## src/rtl/pwm_pkg.sv

```systemverilog
package pwm_pkg;
  // address block ids: byte address bits [11:5]
  localparam int BLK_PER  = 'h20;
  localparam int BLK_DUTY = 'h21;
  localparam int BLK_CTRL = 'h22;
  localparam int INV_BIT  = 5;

  typedef enum logic [1:0] {
    SEL_NONE,
    SEL_PER,
    SEL_DUTY,
    SEL_CTRL
  } reg_sel_e;
endpackage

```

## src/rtl/pwm_regs.sv

```systemverilog
module pwm_regs
  import pwm_pkg::*;
#(
  parameter int NUM_CH = 4,
  parameter int CNT_W  = 16,
  parameter int DIV_W  = 2,
  parameter int ADDR_W = 12,
  parameter int DATA_W = 32
) (
  input  logic                          clk_i,
  input  logic                          rst_ni,
  input  logic                          we_i,
  input  logic [ADDR_W-1:0]             addr_i,
  input  logic [DATA_W-1:0]             wdata_i,
  output logic [DATA_W-1:0]             rdata_o,
  input  logic [NUM_CH-1:0]             load_i,
  output logic [NUM_CH-1:0]             pend_o,
  output logic [NUM_CH-1:0][CNT_W-1:0]  sh_per_o,
  output logic [NUM_CH-1:0][CNT_W-1:0]  sh_duty_o,
  output logic [NUM_CH-1:0][DIV_W-1:0]  sh_div_o,
  output logic [NUM_CH-1:0]             sh_inv_o
);
  localparam int CH_W  = (NUM_CH > 1) ? $clog2(NUM_CH) : 1;
  localparam int BLK_W = ADDR_W - 5;

  reg_sel_e          sel;
  logic [2:0]        slot;
  logic [CH_W-1:0]   chan;
  logic [NUM_CH-1:0] wr_per, wr_duty, wr_ctrl;

  assign slot = addr_i[4:2];
  assign chan = slot[CH_W-1:0];

  always_comb begin
    sel = SEL_NONE;
    if (addr_i[1:0] == 2'b00 && int'(slot) < NUM_CH) begin
      if (addr_i[ADDR_W-1:5] == BLK_W'(BLK_PER))       sel = SEL_PER;
      else if (addr_i[ADDR_W-1:5] == BLK_W'(BLK_DUTY)) sel = SEL_DUTY;
      else if (addr_i[ADDR_W-1:5] == BLK_W'(BLK_CTRL)) sel = SEL_CTRL;
    end
  end

  always_comb begin
    wr_per  = '0;
    wr_duty = '0;
    wr_ctrl = '0;
    if (we_i) begin
      for (int c = 0; c < NUM_CH; c++) begin
        if (int'(chan) == c) begin
          wr_per[c]  = (sel == SEL_PER);
          wr_duty[c] = (sel == SEL_DUTY);
          wr_ctrl[c] = (sel == SEL_CTRL);
        end
      end
    end
  end

  always_ff @(posedge clk_i or negedge rst_ni) begin
    if (!rst_ni) begin
      sh_per_o  <= '0;
      sh_duty_o <= '0;
      sh_div_o  <= '0;
      sh_inv_o  <= '0;
      pend_o    <= '0;
    end else begin
      for (int c = 0; c < NUM_CH; c++) begin
        if (wr_per[c])  sh_per_o[c]  <= wdata_i[CNT_W-1:0];
        if (wr_duty[c]) sh_duty_o[c] <= wdata_i[CNT_W-1:0];
        if (wr_ctrl[c]) begin
          sh_div_o[c] <= wdata_i[DIV_W-1:0];
          sh_inv_o[c] <= wdata_i[INV_BIT];
        end
        // a new period write wins over a same-cycle commit
        if (wr_per[c])      pend_o[c] <= 1'b1;
        else if (load_i[c]) pend_o[c] <= 1'b0;
      end
    end
  end

  always_comb begin
    rdata_o = '0;
    unique case (sel)
      SEL_PER:  rdata_o[CNT_W-1:0] = sh_per_o[chan];
      SEL_DUTY: rdata_o[CNT_W-1:0] = sh_duty_o[chan];
      SEL_CTRL: begin
        rdata_o[DIV_W-1:0] = sh_div_o[chan];
        rdata_o[INV_BIT]   = sh_inv_o[chan];
      end
      default:  rdata_o = '0;
    endcase
  end

  for (genvar g = 0; g < NUM_CH; g++) begin : g_chk
    p_pend_clear_r7: assert property (@(posedge clk_i) disable iff (!rst_ni)
      (load_i[g] && !wr_per[g]) |=> !pend_o[g]);
    p_pend_set_r3: assert property (@(posedge clk_i) disable iff (!rst_ni)
      wr_per[g] |=> pend_o[g]);
  end
endmodule

```

## src/rtl/pwm_chan.sv

```systemverilog
module pwm_chan #(
  parameter int CNT_W = 16,
  parameter int DIV_W = 2
) (
  input  logic             clk_i,
  input  logic             rst_ni,
  input  logic             tick_i,
  input  logic             pend_i,
  input  logic [CNT_W-1:0] sh_per_i,
  input  logic [CNT_W-1:0] sh_duty_i,
  input  logic [DIV_W-1:0] sh_div_i,
  input  logic             sh_inv_i,
  output logic             load_o,
  output logic             pwm_o
);
  localparam int PRE_W = (1 << DIV_W) - 1;

  logic             run_q, inv_q;
  logic [CNT_W-1:0] per_q, duty_q, cnt_q;
  logic [DIV_W-1:0] div_q;
  logic [PRE_W-1:0] pre_q, pre_last;
  logic             step, at_end;

  assign pre_last = ~({PRE_W{1'b1}} << div_q);
  assign step     = run_q && tick_i && (pre_q == pre_last);
  assign at_end   = step && (cnt_q == per_q - CNT_W'(1));
  assign load_o   = pend_i && (!run_q || at_end);

  always_ff @(posedge clk_i or negedge rst_ni) begin
    if (!rst_ni) begin
      run_q  <= 1'b0;
      inv_q  <= 1'b0;
      per_q  <= '0;
      duty_q <= '0;
      div_q  <= '0;
      cnt_q  <= '0;
      pre_q  <= '0;
    end else if (load_o) begin
      run_q  <= (sh_per_i != '0);
      per_q  <= sh_per_i;
      duty_q <= sh_duty_i;
      div_q  <= sh_div_i;
      inv_q  <= sh_inv_i;
      cnt_q  <= '0;
      pre_q  <= '0;
    end else if (run_q && tick_i) begin
      if (step) begin
        pre_q <= '0;
        cnt_q <= at_end ? '0 : cnt_q + CNT_W'(1);
      end else begin
        pre_q <= pre_q + PRE_W'(1);
      end
    end
  end

  assign pwm_o = run_q && ((cnt_q < duty_q) ^ inv_q);

  p_idle_low_r8: assert property (@(posedge clk_i) disable iff (!rst_ni)
    !run_q |-> !pwm_o);
  p_cnt_range_r4: assert property (@(posedge clk_i) disable iff (!rst_ni)
    run_q |-> (cnt_q < per_q));
  p_hold_no_tick_r10: assert property (@(posedge clk_i) disable iff (!rst_ni)
    (!tick_i && !load_o) |=> ($stable(cnt_q) && $stable(pre_q) && $stable(pwm_o)));
  p_cfg_stable_r7: assert property (@(posedge clk_i) disable iff (!rst_ni)
    !load_o |=> ($stable(duty_q) && $stable(div_q) && $stable(inv_q) && $stable(per_q)));
  p_load_start_r3: assert property (@(posedge clk_i) disable iff (!rst_ni)
    load_o |=> (cnt_q == '0 && pre_q == '0));
endmodule

```

## src/rtl/pwm_shadow_ctrl.sv

```systemverilog
module pwm_shadow_ctrl #(
  parameter int NUM_CH = 4,
  parameter int CNT_W  = 16,
  parameter int DIV_W  = 2,
  parameter int ADDR_W = 12,
  parameter int DATA_W = 32
) (
  input  logic              clk_i,
  input  logic              rst_ni,
  input  logic              tick_i,
  input  logic              we_i,
  input  logic [ADDR_W-1:0] addr_i,
  input  logic [DATA_W-1:0] wdata_i,
  output logic [DATA_W-1:0] rdata_o,
  output logic [NUM_CH-1:0] pwm_o
);
  logic [NUM_CH-1:0]            load, pend, sh_inv;
  logic [NUM_CH-1:0][CNT_W-1:0] sh_per, sh_duty;
  logic [NUM_CH-1:0][DIV_W-1:0] sh_div;

  pwm_regs #(
    .NUM_CH(NUM_CH), .CNT_W(CNT_W), .DIV_W(DIV_W),
    .ADDR_W(ADDR_W), .DATA_W(DATA_W)
  ) u_regs (
    .clk_i, .rst_ni, .we_i, .addr_i, .wdata_i, .rdata_o,
    .load_i(load), .pend_o(pend),
    .sh_per_o(sh_per), .sh_duty_o(sh_duty), .sh_div_o(sh_div), .sh_inv_o(sh_inv)
  );

  for (genvar g = 0; g < NUM_CH; g++) begin : g_ch
    pwm_chan #(.CNT_W(CNT_W), .DIV_W(DIV_W)) u_chan (
      .clk_i, .rst_ni, .tick_i,
      .pend_i(pend[g]),
      .sh_per_i(sh_per[g]), .sh_duty_i(sh_duty[g]),
      .sh_div_i(sh_div[g]), .sh_inv_i(sh_inv[g]),
      .load_o(load[g]), .pwm_o(pwm_o[g])
    );
  end
endmodule

```

## config.mk

```make
export PLATFORM = sky130hd
export DESIGN_NAME = pwm_shadow_ctrl
export DESIGN_NICKNAME = d
export VERILOG_FILES = /design/src/rtl/pwm_pkg.sv /design/src/rtl/pwm_regs.sv /design/src/rtl/pwm_chan.sv /design/src/rtl/pwm_shadow_ctrl.sv
export SDC_FILE = /design/constraint.sdc
export NUM_CORES = 1
export LEC_CHECK = 0
export BUFFER_PORTS_ARGS = -buffer_cell sky130_fd_sc_hd__buf_2
export CAP_MARGIN = 25
export CORE_MARGIN = 10
export CORE_UTILIZATION = 45
export CTS_BUF_LIST = sky130_fd_sc_hd__clkbuf_16
export DETAILED_ROUTE_END_ITERATION = 16
export GPL_TIMING_DRIVEN = 1
export SYNTH_ARGS = -nofsm -noshare
export SYNTH_HDL_FRONTEND = slang
export SYNTH_SLANG_ARGS = --single-unit
```

## constraint.sdc

```tcl
create_clock -name clk_i -period 4.1 [get_ports clk_i]
set_input_delay 0.82 -clock clk_i [delete_from_list [all_inputs] [get_ports clk_i]]
set_output_delay 0.82 -clock clk_i [all_outputs]
set_load 0.05 [all_outputs]
```

Yosys cells after proc, flatten, opt, wreduce, memory -nomap -nowiden
Index checks and enable logic that the tools add are counted.
{ "totals": {"ff_bits": 364, "latch_bits": 0, "ram_bits": 0, "romBits": 0, "in_bits": 48, "wordCells": 213, "n_memories": 0} }
{ "classes": {"n_addsub": 12, "mul": 0, "n_div": 0, "magnitude_cmp": 6, "eq_ne": 17, "shift": 4, "n_mux": 67, "n_bitwise": 8, "n_reduce_logical": 51} }
{ "op_table": {"columns": ["operator", "n"], "rows": [
  ["two-way mux 16 bit", 18],
  ["adder 16 x 1 -> 16 bit, second input constant", 4],
  ["binary-select mux 16 bit (select 2 bit)", 2],
  ["equality test 16 bit", 4],
  ["less-than comparator 16 bit", 4],
  ["nonzero test 16 bit", 4],
  ["subtractor 16 x 1 -> 16 bit, second input constant", 4],
  ["two-way mux 3 bit", 12],
  ["nonzero test 2 bit", 12],
  ["equality test 7 x 6 -> 1 bit, second input constant", 3],
  ["logical AND 1 bit", 21],
  ["two-way mux 1 bit", 21],
  ["one-hot mux 10 bit (2 select lines)", 1],
  ["adder 3 x 1 -> 3 bit, second input constant", 4],
  ["equality test 3 bit", 4],
  ["two-way mux 4 bit", 3],
  ["NOT 3 bit", 4],
  ["<< shifter 3 x 2 -> 3 bit, first input constant", 4],
  ["two-way mux 2 bit", 5],
  ["equality test 2 bit, second input constant", 4],
  ["AND reduction 2 bit", 4],
  ["one-hot mux 2 bit (3 select lines)", 1],
  ["one-hot mux 3 bit (2 select lines)", 1],
  ["binary-select mux 2 bit (select 2 bit)", 1],
  ["9 further kinds", 20]
]} }

Longest topological paths before layout
Gate-level depths: netlist (run 1).
{ "depth": {"ltp_word": 9, "ltp_mapped": 14} }

Hierarchy
From an unflattened synthesis (run 1), not the netlist that was laid out.
{ "hier_totals": {"hier_cells": 1775, "area_unflattened_um2": 20524.7} }
{ "modules_own_cells": {"columns": ["module", "n_inst", "cells_each", "area_per_inst_um2"], "rows": [
  ["pwm_chan", 4, 333, 3403.3],
  ["pwm_regs", 1, 443, 6911.6]
]} }

Worst setup path before layout (run 1)
Ideal clock, no wire load.
{ "synth_timing": {"kind": "in2out", "start": "in addr_i[9]", "end": "out rdata_o[0]", "arrival_ns": 2.987, "setup_slack_ns": 0.293, "stages": 8, "n_path_buf": 2, "cell_sequence": "nor4b_1 -> nand3_1 -> inv_1 -> ha_1 -> clkbuf_1 -> clkbuf_1 -> nand2_1 -> a21oi_1"} }
{ "synth_via": {"elab_chain_cells": 7} }
{ "synth_rtl": {"columns": ["element", "line", "text"], "rows": [
  ["start: declaration", "pwm_shadow_ctrl.sv:12", "input logic [ADDR_W-1:0] addr_i,"],
  ["equality test 7 x 6 -> 1 bit", "pwm_regs.sv:39", "else if (addr_i[ADDR_W-1:5] == BLK_W'(BLK_CTRL)) sel = SEL_CTRL;"],
  ["two-way mux 2 bit", "pwm_regs.sv:39", null],
  ["two-way mux 2 bit", "pwm_regs.sv:38", "else if (addr_i[ADDR_W-1:5] == BLK_W'(BLK_DUTY)) sel = SEL_DUTY;"],
  ["two-way mux 2 bit *", "pwm_regs.sv:37", "if (addr_i[ADDR_W-1:5] == BLK_W'(BLK_PER)) sel = SEL_PER;"],
  ["two-way mux 2 bit *", "pwm_regs.sv:36", "if (addr_i[1:0] == 2'b00 && int'(slot) < NUM_CH) begin"],
  ["equality test 2 bit or equality test 2 x 1 -> 1 bit (tied branches)", "pwm_regs.sv:82", "unique case (sel)"],
  ["one-hot mux 2 bit (3 select lines) *", "pwm_regs.sv:82", null],
  ["end: declaration", "pwm_shadow_ctrl.sv:14", "output logic [DATA_W-1:0] rdata_o,"]
]} }
Every way passes the cells marked *; elsewhere a longest branch is shown, timed or not.

Worst setup path after layout (run 1)
{ "layout_timing": {"start": "reg g_ch[3].u_chan.cnt_q[9]", "end": "out pwm_o[3]"} }
{ "layout_via": {"elab_chain_cells": 3} }
{ "layout_rtl": {"columns": ["element", "line", "text"], "rows": [
  ["start: declaration", "pwm_chan.sv:19", "logic [CNT_W-1:0] per_q, duty_q, cnt_q;"],
  ["start signal: assignment", "pwm_chan.sv:49", "cnt_q <= at_end ? '0 : cnt_q + CNT_W'(1);"],
  ["less-than comparator 16 bit", "pwm_chan.sv:56", "assign pwm_o = run_q && ((cnt_q < duty_q) ^ inv_q);"],
  ["XOR 1 bit", "pwm_chan.sv:56", null],
  ["logical AND 1 bit", "pwm_chan.sv:56", null],
  ["end: declaration", "pwm_shadow_ctrl.sv:15", "output logic [NUM_CH-1:0] pwm_o"]
]} }
No other way between the ends.

==> metrics.md, run 1 <==
| Metric | Value |
|---|---|
| Status | `completed` |
| Die width | `231.5 microns` |
| CP Buf/Inv Count | `1` |
| Core area | `44220 sq um` |
| Io pins | `84` |
| Filler cell count | `3933` |
| Required @ worst endpoint | `3.28 ns` |
| Clock sinks | `364` |
| FF+latch count, synth | `364` |
| Critical path type | `register to output port` |
| Sequential Power Share | `46.2%` |
| Crit end category | `output port` |
| Avg Cell Area, Syn | `11.42 sq um` |
| Worst Hold Class | `primary input to async pin` |
| Placed Cells | `2359` |
| Final #Nets | `1933` |
| Post-CTS Hold Fix Bufs | `0` |
| ANT cells | `0` |
| Top cell type's share of synthesized area | `45.27%` |
| Via density | `5.634` |
| Post-synth top flop | `dfrtp_1` |
| Worst-path cell chain | `ha_1 > a21o_1 > a21o_1 > a21oi_1 > nor2_1 > a211oi_2 > o21ai_0 > xnor2_1 > and2_1 > buf_2` |
| Clock root buffer | `clkbuf_16` |
| Logic pwr share | `10.1%` |
| Tot GR Track Use | `19.47%` |
| Critical path launch point type | `register` |
| Yosys warning count | `0` |
| Worst Path Max Fanout | `5` |
| Area contributors post-synth | `dfrtp_1, mux2_2, ha_1` |
| Hpwl dp | `39050 microns` |
| Most frequent cell after synthesis | `dfrtp_1` |
| TritonCTS Buffers | `40` |
| First-pass GRT wire length | `81820 microns` |
| RSZ-0062 raised after global routing | `false` |
| Endpoints failing setup | `0` |
| Asr flop ratio synth | `100.0%` |
| Internal cell power | `0.006319 W` |
| CP max stage cell | `dfrtp_1` |
| Htree depth | `2` |
| Max VDD drop | `0.0002976 V` |
| Sw Share | `25.76%` |
| Buffers added on ports | `51` |
| Antenna violations before repair | `1` |
| Gr ovfl total | `0` |
| WL final | `52220 microns` |
| Via count | `13.68k` |
| Leakage | `10.76 nW` |
| Crit path arrival time | `3.01 ns` |
| Synth Cell Area | `20120 sq um` |
| Clock Pin Slew Worst Setup and Hold Paths | `0.06 ns` |
| Post-CTS Setup Repair Bufs | `0` |
| Resize count post-CTS | `0` |
| GPL Wtd Cong | `0.9321` |
| Layout cells sized above 1 | `26.47%` |
| Layout Cells excl Fill | `2428` |
| Post-synth top cells | `dfrtp_1, mux2_2, nor2_1, inv_1, nand2_1` |
| Antenna-violating nets left | `0` |
| Die H | `231.5 microns` |
| Post-layout min period | `3.834 ns` |
| Routed WL per cell | `21.51 microns` |
| Largest net degree at the start of global routing | `99` |
| Fraction of the yosys area taken by sequential cells | `45.27%` |
| Drt pass-1 iters | `7` |
| Sum of negative setup slack | `0 ns` |
| P_sw | `0.002192 W` |
| Vias in the first global route | `13.76k` |
| EDFF count, synth | `0` |
| Die area | `53580 sq um` |
| Synth-to-layout area growth | `11.09%` |
| Fin. Hold Viols | `0` |
| Clock Path Buffers | `3` |
| DRT iter0 DRCs | `1064` |
| Post-synth top area cell | `dfrtp_1` |
| CP top delay family | `compound AO/OA/AOI/OAI gates` |
| Yosys cell types | `90` |
| CTS tree | `built` |
| Worst clock skew | `0.02298 ns` |
| Crit-path max cell delay | `0.46 ns` |
| Max Fclk | `0.2608 GHz` |
| CP most frequent cell | `a21o_1` |
| Max_slew headroom | `34.67%` |
| Max-cap violations | `0` |
| Count of pins over their slew limit | `0` |
| Drt drc | `0` |
| Row cnt | `77` |
| Final period util | `93.51%` |
| PwrDens | `380.7 nW/um^2` |
| Worst-skew pair later-pin latency | `0.56 ns` |
| Clock group share of total power | `43.8%` |
| Gate Count Post-Synth | `1762` |
| Initial core utilization | `45.51%` |
| Pin slew with the least headroom to its limit | `0.9776 ns` |
==> per-stage QoR <==
| step | setup slack (ns) | power (W) | util, % | area, sq um | hold slack [ns] |
|---|---|---|---|---|---|
| 4_1_cts | 0.03846 | 0.008604 | 50.53 | 22350 | 0.3230 |
| 3_5_place_dp | 0.3876 | 0.004854 | 47.51 | 21010 | 0.4847 |
| 6_report | 0.2661 | 0.008511 | 50.55 | 22360 | 0.2806 |
| 3_3_place_gp | 0.3748 | 0.004825 | 47.45 | 20980 | 0.4734 |
| 2_1_floorplan | 0.2930 | 0.004566 | - | 20180 | 0.4581 |
| 5_1_grt | 0.09507 | 0.008861 | 50.55 | 22360 | 0.3491 |
==> metal layers <==
layer,up-vias,wire [microns],global-route usage (%)
met2,267,25280,32.65
met1,6915,23020,25.17
li1,6410,-,-
met3,86,2223,3.262
met4,2,1677,6.393
met5,-,13,0
==> power groups by stage <==
stage | clock network [W] | logic [W] | registers, W
4_1_cts | 0.00381 | 0.000867 | 0.00393
2_1_floorplan | 0 | 0.000688 | 0.00388
3_3_place_gp | 0 | 0.000839 | 0.00399
5_1_grt | 0.00394 | 0.000969 | 0.00395
3_5_place_dp | 0 | 0.000860 | 0.00399
6_report | 0.00372 | 0.000857 | 0.00393
==> layout by cell type, fill, tap and decap left out, drive strengths merged, types with 5 or more instances in the layout <==
cell type / n
xor2: 64
nand3b: 6
o211ai: 5
a21oi: 29
or3: 14
nand4: 37
inv: 92
a21boi: 5
a211oi: 11
or2: 5
nor4b: 5
and3: 18
or4b: 7
clkbuf: 41
bufinv: 7
a31oi: 7
mux2: 284
conb: 16
nand2: 86
mux4: 35
nand2b: 17
mux2i: 8
or4: 9
clkinv: 15
nor4: 35
nor2b: 15
nand3: 38
a2111oi: 5
nor3: 27
o21a: 7
a22oi: 19
xnor2: 70
dfrtp: 364
a21o: 31
nor3b: 5
and2: 13
ha: 76
nor2: 143
o21ai: 31
buf: 83
==> registers in the layout, summed over array words and instances, names as in the netlist <==
register,cells
g_ch.u_chan.cnt_q,64
g_ch.u_chan.duty_q,64
g_ch.u_chan.per_q,64
u_regs.sh_duty_o,64
u_regs.sh_per_o,64
g_ch.u_chan.pre_q,12
g_ch.u_chan.div_q,8
u_regs.sh_div_o,8
g_ch.u_chan.inv_q,4
g_ch.u_chan.run_q,4
u_regs.pend_o,4
u_regs.sh_inv_o,4
==> worst reg2reg max path, delay by kind of cell, from the launching register on <==
family                     cells  cell delay, ns
buffers and inverters          2            0.30
muxes                          1            0.36
DFF                            1            0.45
AOI/OAI and AO/OA              3            0.47
and+or+nand+nor                4            1.61
adders and majority gates      1            0.23
==> final cells by class <==
class / instances / area, sq um / share of cell area [%]
timing repair buffer: 83 / 600.6 / 2.687
tap: 592 / 740.7 / 3.313
clock inverter: 28 / 309.0 / 1.382
clock buffer: 41 / 1026 / 4.589
multi-input combinational: 1232 / 10240 / 45.81
sequential: 364 / 9109 / 40.75
inverter: 88 / 330.3 / 1.478
==> logic make-up (layout without fill, tap and decap cells) <==
family / count (synthesis) / in the layout / synth area share (%)
AOI/OAI and AO/OA: 190 / 190 / 6.877
xor gates and xnor gates: 134 / 134 / 5.832
adders and majority gates: 77 / 77 / 4.775
buffers and inverters: 181 / 240 / 4.216
DFF: 364 / 364 / 45.27
muxes: 327 / 327 / 20.32
other: 1 / 16 / 0.01864
and+or+nand+nor: 488 / 488 / 12.70
==> final timing paths <==
check,start,end,slack (ns),cells after the start
worst max-delay path,g_ch[3].u_chan.cnt_q[9],pwm_o[3],0.27,10
worst min-delay path,rst_ni,g_ch[1].u_chan.cnt_q[10],0.28,1
worst max register to register,g_ch[2].u_chan.per_q[1],g_ch[2].u_chan.duty_q[11],0.57,11
worst min register to register,g_ch[2].u_chan.duty_q[0],g_ch[2].u_chan.duty_q[0],0.50,1
max in group asynchronous,rst_ni,g_ch[2].u_chan.cnt_q[4],2.77,2
min in group clk_i,g_ch[2].u_chan.duty_q[0],g_ch[2].u_chan.duty_q[0],0.50,1
No activity file was read; power rests on OpenSTA's default activity.
==> inputs of run 2 (changes only) <==
--- a/config.mk
+++ b/config.mk
@@ -10,6 +10,7 @@
 export CORE_MARGIN = 10
 export CORE_UTILIZATION = 45
 export CTS_BUF_LIST = sky130_fd_sc_hd__clkbuf_16
+export CTS_CLUSTER_SIZE = 25
 export DETAILED_ROUTE_END_ITERATION = 16
 export GPL_TIMING_DRIVEN = 1
 export SYNTH_ARGS = -nofsm -noshare
==> constraint.sdc (replaced) <==
create_clock -name clk_i -period 4.1 [get_ports clk_i]
set_input_delay 1.23 -clock clk_i [delete_from_list [all_inputs] [get_ports clk_i]]
set_output_delay 1.23 -clock clk_i [all_outputs]
set_load 0.05 [all_outputs]
==> metrics.md, run 2 (synthesized netlist as in run 1, its figures left out) <==
| Metric | Value |
|---|---|
| DRT iter0 DRCs | `1180` |
| Io pins | `84` |
| Status | `completed` |
| Worst Path Max Fanout | `10` |
| Most frequent cells in the layout | `dfrtp_1, mux2_2, nor2_1` |
| Via density | `5.673` |
| Count of pins over their slew limit | `0` |
| Leakage | `11.01 nW` |
| Crit path arrival time | `2.87 ns` |
| Drt drc | `0` |
| Htree depth | `2` |
| Finished layout cell area | `23240 sq um` |
| Critical Path Source | `addr_i[4]` |
| Post-layout min period | `4.096 ns` |
| Synth-to-layout area growth | `15.49%` |
| GPL Wtd Cong | `0.9417` |
| Critical path type | `primary input to output port` |
| Layout cells sized above 1 | `30.90%` |
| Clock Pin Slew Worst Setup and Hold Paths | `0.05 ns` |
| Worst clock skew | `0.02042 ns` |
| Max_slew headroom | `45.32%` |
| Final period util | `99.91%` |
| Fin. Hold Viols | `0` |
| Core Util, Final | `52.55%` |
| Sum of negative setup slack | `0 ns` |
| Antenna violations before repair | `0` |
| ANT cells | `0` |
| Pin slew with the least headroom to its limit | `0.8088 ns` |
| Worst Hold Class | `register to register` |
| Die width | `231.5 microns` |
| HP Start | `g_ch[2].u_chan.duty_q[8]` |
| Worst-skew pair later-pin latency | `0.56 ns` |
| Largest net degree at the start of global routing | `78` |
| Area after DPL | `21330 sq um` |
| Antenna-violating nets left | `0` |
| Critical path launch point type | `primary input` |
| PwrDens | `375.2 nW/um^2` |
| RSZ-0062 raised after global routing | `true` |
| Crit end category | `output port` |
| Most common cell after layout, fill and taps aside | `dfrtp_1` |
| Clock root buffer | `clkbuf_16` |
| Gr ovfl total | `0` |
| Buffers added on ports | `51` |
| Layout Cells excl Fill | `2466` |
| Worst R2R Start | `g_ch[2].u_chan.per_q[1]` |
| Routed WL per cell | `21.88 microns` |
| Core area | `44220 sq um` |
| Max Fclk | `0.2441 GHz` |
| Drt pass-1 iters | `5` |
| Hpwl dp | `39650 microns` |
| Die H | `231.5 microns` |
| Max VDD drop | `0.0002766 V` |
| Initial core utilization | `45.51%` |
| First-pass GRT wire length | `83890 microns` |
| Endpoints failing setup | `0` |
| WL final | `53960 microns` |
| Pwr Total | `0.008720 W` |
| Final #Nets | `1965` |
| CTS tree | `built` |
| Max Used Layer | `met4` |
| Met2 WL | `26170 microns` |
| Vias in the first global route | `13.91k` |
| Row cnt | `77` |
| Met3 wire len | `2004 microns` |
| Via count | `13.99k` |
| Placed Cells | `2381` |
| Clock sinks | `364` |
| Max-cap violations | `0` |
| Die area | `53580 sq um` |
| Tot GR Track Use | `19.97%` |
| Required @ worst endpoint | `2.87 ns` |
| Clock Path Buffers | `3` |
| Routed length on met1 | `23940 microns` |
| TritonCTS Buffers | `41` |
-- run 2: cell types whose count changed in the layout (fill, tap and decap cells not counted), sizes merged --
cell,change
clkinv,-2
clkinvlp,+1
inv,+7
bufinv,-1
clkbuf,+4
buf,+29
-- run 2: repair_timing --
item                                    in CTS  in global routing
resized for setup                           49                 56
endpoints found under the setup margin      20                 20
hold buffers                                 0                  0
pin swaps                                    3                 24
cloned                                       0                  2
setup buffers                                0                  8
-- run 2: stage by stage --
stage,hold WS [ns],setup slack (ns)
floorplan,0.4581,0.006321
global placement,0.4744,-0.2058
detailed placement,0.4792,-0.2282
CTS,0.4920,-0.03491
global route,0.4970,-0.06316
finish,0.4861,0.003618
-- run 2: cell type report --
type                       instances  area (sq um)
sequential                       364          9116
tap                              592         740.7
clock buffer                      43          1076
fill                            3807         20980
clock inverter                    33         332.8
timing repair buffer             114          1076
inverter                          88         330.3
multi-input combinational       1232         10570
-- run 2: worst paths after layout --
check	slack (ns)	endpoint	cells past startpoint
worst max-delay path	0.004	rdata_o[7]	10
worst min-delay path	0.49	g_ch[2].u_chan.duty_q[8]	1
worst max register to register	0.51	g_ch[2].u_chan.per_q[1]	11
worst min register to register	0.49	g_ch[2].u_chan.duty_q[8]	1
max in group asynchronous	2.47	u_regs.sh_div_o[0]	2
min in group asynchronous	0.66	g_ch[1].u_chan.cnt_q[14]	1
-- run 2: metal layers --
| metal | vias to the layer above | track usage [%] |
|---|---|---|
| met2 | 267 | 33.16 |
| met1 | 7163 | 26.51 |
| met3 | 96 | 2.382 |
| met4 | 0 | 7.091 |
| met5 | - | 0 |
| li1 | 6463 | - |
-- run 2: power breakdown --
group	total [W]	switching [W]	internal (W)
logic	0.000926	0.000511	0.000415
clock network	0.00387	0.00158	0.00230
registers	0.00392	0.000221	0.00370
-- run 2: worst max-delay path, stage by stage --
cell     delay, ns
buf_6         0.09
nor4_4        0.34
nand2_1       0.14
nor2_4        0.18
ha_4          0.16
buf_12        0.13
buf_12        0.14
a22oi_2       0.09
nor2_4        0.16
buf_8         0.17
==> inputs of run 3 (changes only) <==
--- a/config.mk
+++ b/config.mk
@@ -7,12 +7,16 @@
 export LEC_CHECK = 0
 export BUFFER_PORTS_ARGS = -buffer_cell sky130_fd_sc_hd__buf_2
 export CAP_MARGIN = 25
+export CELL_PAD_IN_SITES_DETAIL_PLACEMENT = 1
+export CELL_PAD_IN_SITES_GLOBAL_PLACEMENT = 1
 export CORE_MARGIN = 10
 export CORE_UTILIZATION = 45
 export CTS_BUF_LIST = sky130_fd_sc_hd__clkbuf_16
 export CTS_CLUSTER_SIZE = 25
 export DETAILED_ROUTE_END_ITERATION = 16
 export GPL_TIMING_DRIVEN = 1
+export HOLD_SLACK_MARGIN = 0.08
+export PLACE_DENSITY_LB_ADDON = 0.1
 export SYNTH_ARGS = -nofsm -noshare
 export SYNTH_HDL_FRONTEND = slang
 export SYNTH_SLANG_ARGS = --single-unit
==> metrics.md, run 3 (synthesized netlist as in run 1, its figures left out) <==
| Metric | Value |
|---|---|
| Final #Nets | `1968` |
| Max-cap violations | `0` |
| Antenna-violating nets left | `0` |
| Pin slew with the least headroom to its limit | `0.7503 ns` |
| Clock root buffer | `clkbuf_16` |
| DRT iter0 DRCs | `814` |
| Most common cell after layout, fill and taps aside | `dfrtp_1` |
| Final period util | `99.89%` |
| Drt drc | `0` |
| Antenna violations before repair | `3` |
| Max Fclk | `0.2442 GHz` |
| Crit end category | `output port` |
| Gr ovfl total | `0` |
| Die H | `231.5 microns` |
| Status | `completed` |
| Worst Hold Class | `register to register` |
| Core area | `44220 sq um` |
| Tot GR Track Use | `21.86%` |
| Io pins | `84` |
| Worst Path Max Fanout | `5` |
| Vias in the first global route | `15.21k` |
| Post-CTS Hold Fix Bufs | `0` |
| Max VDD drop | `0.0003085 V` |
| Row cnt | `77` |
| Crit path arrival time | `2.87 ns` |
| Worst-path cell chain | `buf_6 > nor4b_4 > nand2_1 > nor2_4 > buf_6 > ha_4 > clkbuf_16 > a22oi_2 > nor2_4 > buf_8` |
| Largest net degree at the start of global routing | `77` |
| Synth-to-layout area growth | `15.75%` |
| RSZ-0062 raised after global routing | `true` |
| Worst clock skew | `0.01842 ns` |
| Filler cell count | `4550` |
| Endpoints failing setup | `0` |
| Max_slew headroom | `49.52%` |
| CP max stage cell | `nor4b_4` |
| PwrDens | `372.0 nW/um^2` |
| Count of pins over their slew limit | `0` |
| Fin. Hold Viols | `0` |
| Critical path launch point type | `primary input` |
| Routed WL per cell | `23.83 microns` |
| Via count | `14.12k` |
| Core Util, Final | `52.67%` |
| Crit-path max cell delay | `0.30 ns` |
| Buffers added on ports | `51` |
| Post-layout min period | `4.096 ns` |
| Die width | `231.5 microns` |
| Htree depth | `2` |
| Required @ worst endpoint | `2.87 ns` |
| Initial core utilization | `45.51%` |
| Die area | `53580 sq um` |
| GPL Wtd Cong | `0.8611` |
| Critical path type | `primary input to output port` |
| Layout cells sized above 1 | `31.32%` |
| Hpwl dp | `43570 microns` |
| Worst-skew pair later-pin latency | `0.56 ns` |
| Clock sinks | `364` |
| Via density | `5.719` |
| Most frequent cells in the layout | `dfrtp_1, mux2_2, nor2_1` |
| Leakage | `11.01 nW` |
| Sum of negative setup slack | `0 ns` |
| Drt pass-1 iters | `4` |
| TritonCTS Buffers | `42` |
| CTS tree | `built` |
| Pwr Total | `0.008666 W` |
| First-pass GRT wire length | `91540 microns` |
| WL final | `58840 microns` |
| Clock Path Buffers | `3` |
| Clock Pin Slew Worst Setup and Hold Paths | `0.05 ns` |
[run 3: cell types whose count changed in the layout (fill, tap and decap cells not counted), moves of 3 or more]
cell       delta
clkinv_2      +4
clkbuf_16     +3
dfrtp_2       +4
inv_6         -4
dfrtp_1       -4
diode_2       +3
[run 3: power by group]
part / internal (W) / total [W] / switching [W]
logic: 0.000429 / 0.000961 / 0.000532
registers: 0.00370 / 0.00393 / 0.000228
clock network: 0.00223 / 0.00377 / 0.00155
[run 3: repair_timing]
| action | in CTS | in global routing |
|---|---|---|
| setup endpoints to repair | 20 | 20 |
| gates resized for setup | 54 | 61 |
| buffers inserted | 1 | 10 |
| gates cloned | 1 | 3 |
| pin swaps | 6 | 24 |
[run 3: final timing paths]
path,start,endpoint,slack [ns],depth (start not counted)
setup reg to reg,g_ch[2].u_chan.per_q[1],g_ch[2].u_chan.duty_q[7],0.50,11
min in group asynchronous,rst_ni,g_ch[1].u_chan.cnt_q[14],0.62,1
hold reg to reg,g_ch[2].u_chan.duty_q[13],g_ch[2].u_chan.duty_q[13],0.49,1
setup / recovery,addr_i[8],rdata_o[9],0.004,10
max in group asynchronous,rst_ni,u_regs.sh_duty_o[42],2.59,2
hold / removal,g_ch[2].u_chan.duty_q[13],g_ch[2].u_chan.duty_q[13],0.49,1
[run 3: through the flow]
| step | setup WS [ns] | hold slack [ns] | cells | area [sq um] |
|---|---|---|---|---|
| global placement | -0.1975 | 0.4725 | 2377 | 21300 |
| global route | -0.03620 | 0.5123 | 2466 | 23280 |
| CTS | -0.1042 | 0.4950 | 2453 | 22910 |
| floorplan | 0.006321 | 0.4581 | 1777 | 20310 |
| detailed placement | -0.2727 | 0.4809 | 2377 | 21300 |
| finish | 0.004354 | 0.4901 | 2469 | 23290 |
[run 3: layout make-up]
| class | count | area, sq um | area share (%) |
|---|---|---|---|
| multi-input cells | 1232 | 10590 | 45.46 |
| flip-flops and latches | 364 | 9121 | 39.16 |
| inverters | 88 | 330.3 | 1.418 |
| diodes | 3 | 7.507 | 0.03223 |
| clock buffers | 45 | 1126 | 4.835 |
| well taps | 592 | 740.7 | 3.180 |
| clock inverters | 29 | 246.5 | 1.058 |
| repair buffers | 116 | 1132 | 4.861 |
[run 3: per-layer routing]
metal | global-route usage (%) | wire length, microns | share of wire, %
met1 | 28.09 | 25700 | 44
met2 | 36.36 | 28900 | 49
met5 | 0 | 0 | 0
met4 | 9.353 | 2295 | 3.9
met3 | 3.042 | 1951 | 3.3
[run 3: critical path: cells and delay by family]
| kind | cells | cell delay, ns |
|---|---|---|
| AOI/OAI and AO/OA | 1 | 0.09 |
| buffers and inverters | 4 | 0.58 |
| and+or+nand+nor | 4 | 0.73 |
| adders and majority gates | 1 | 0.22 |
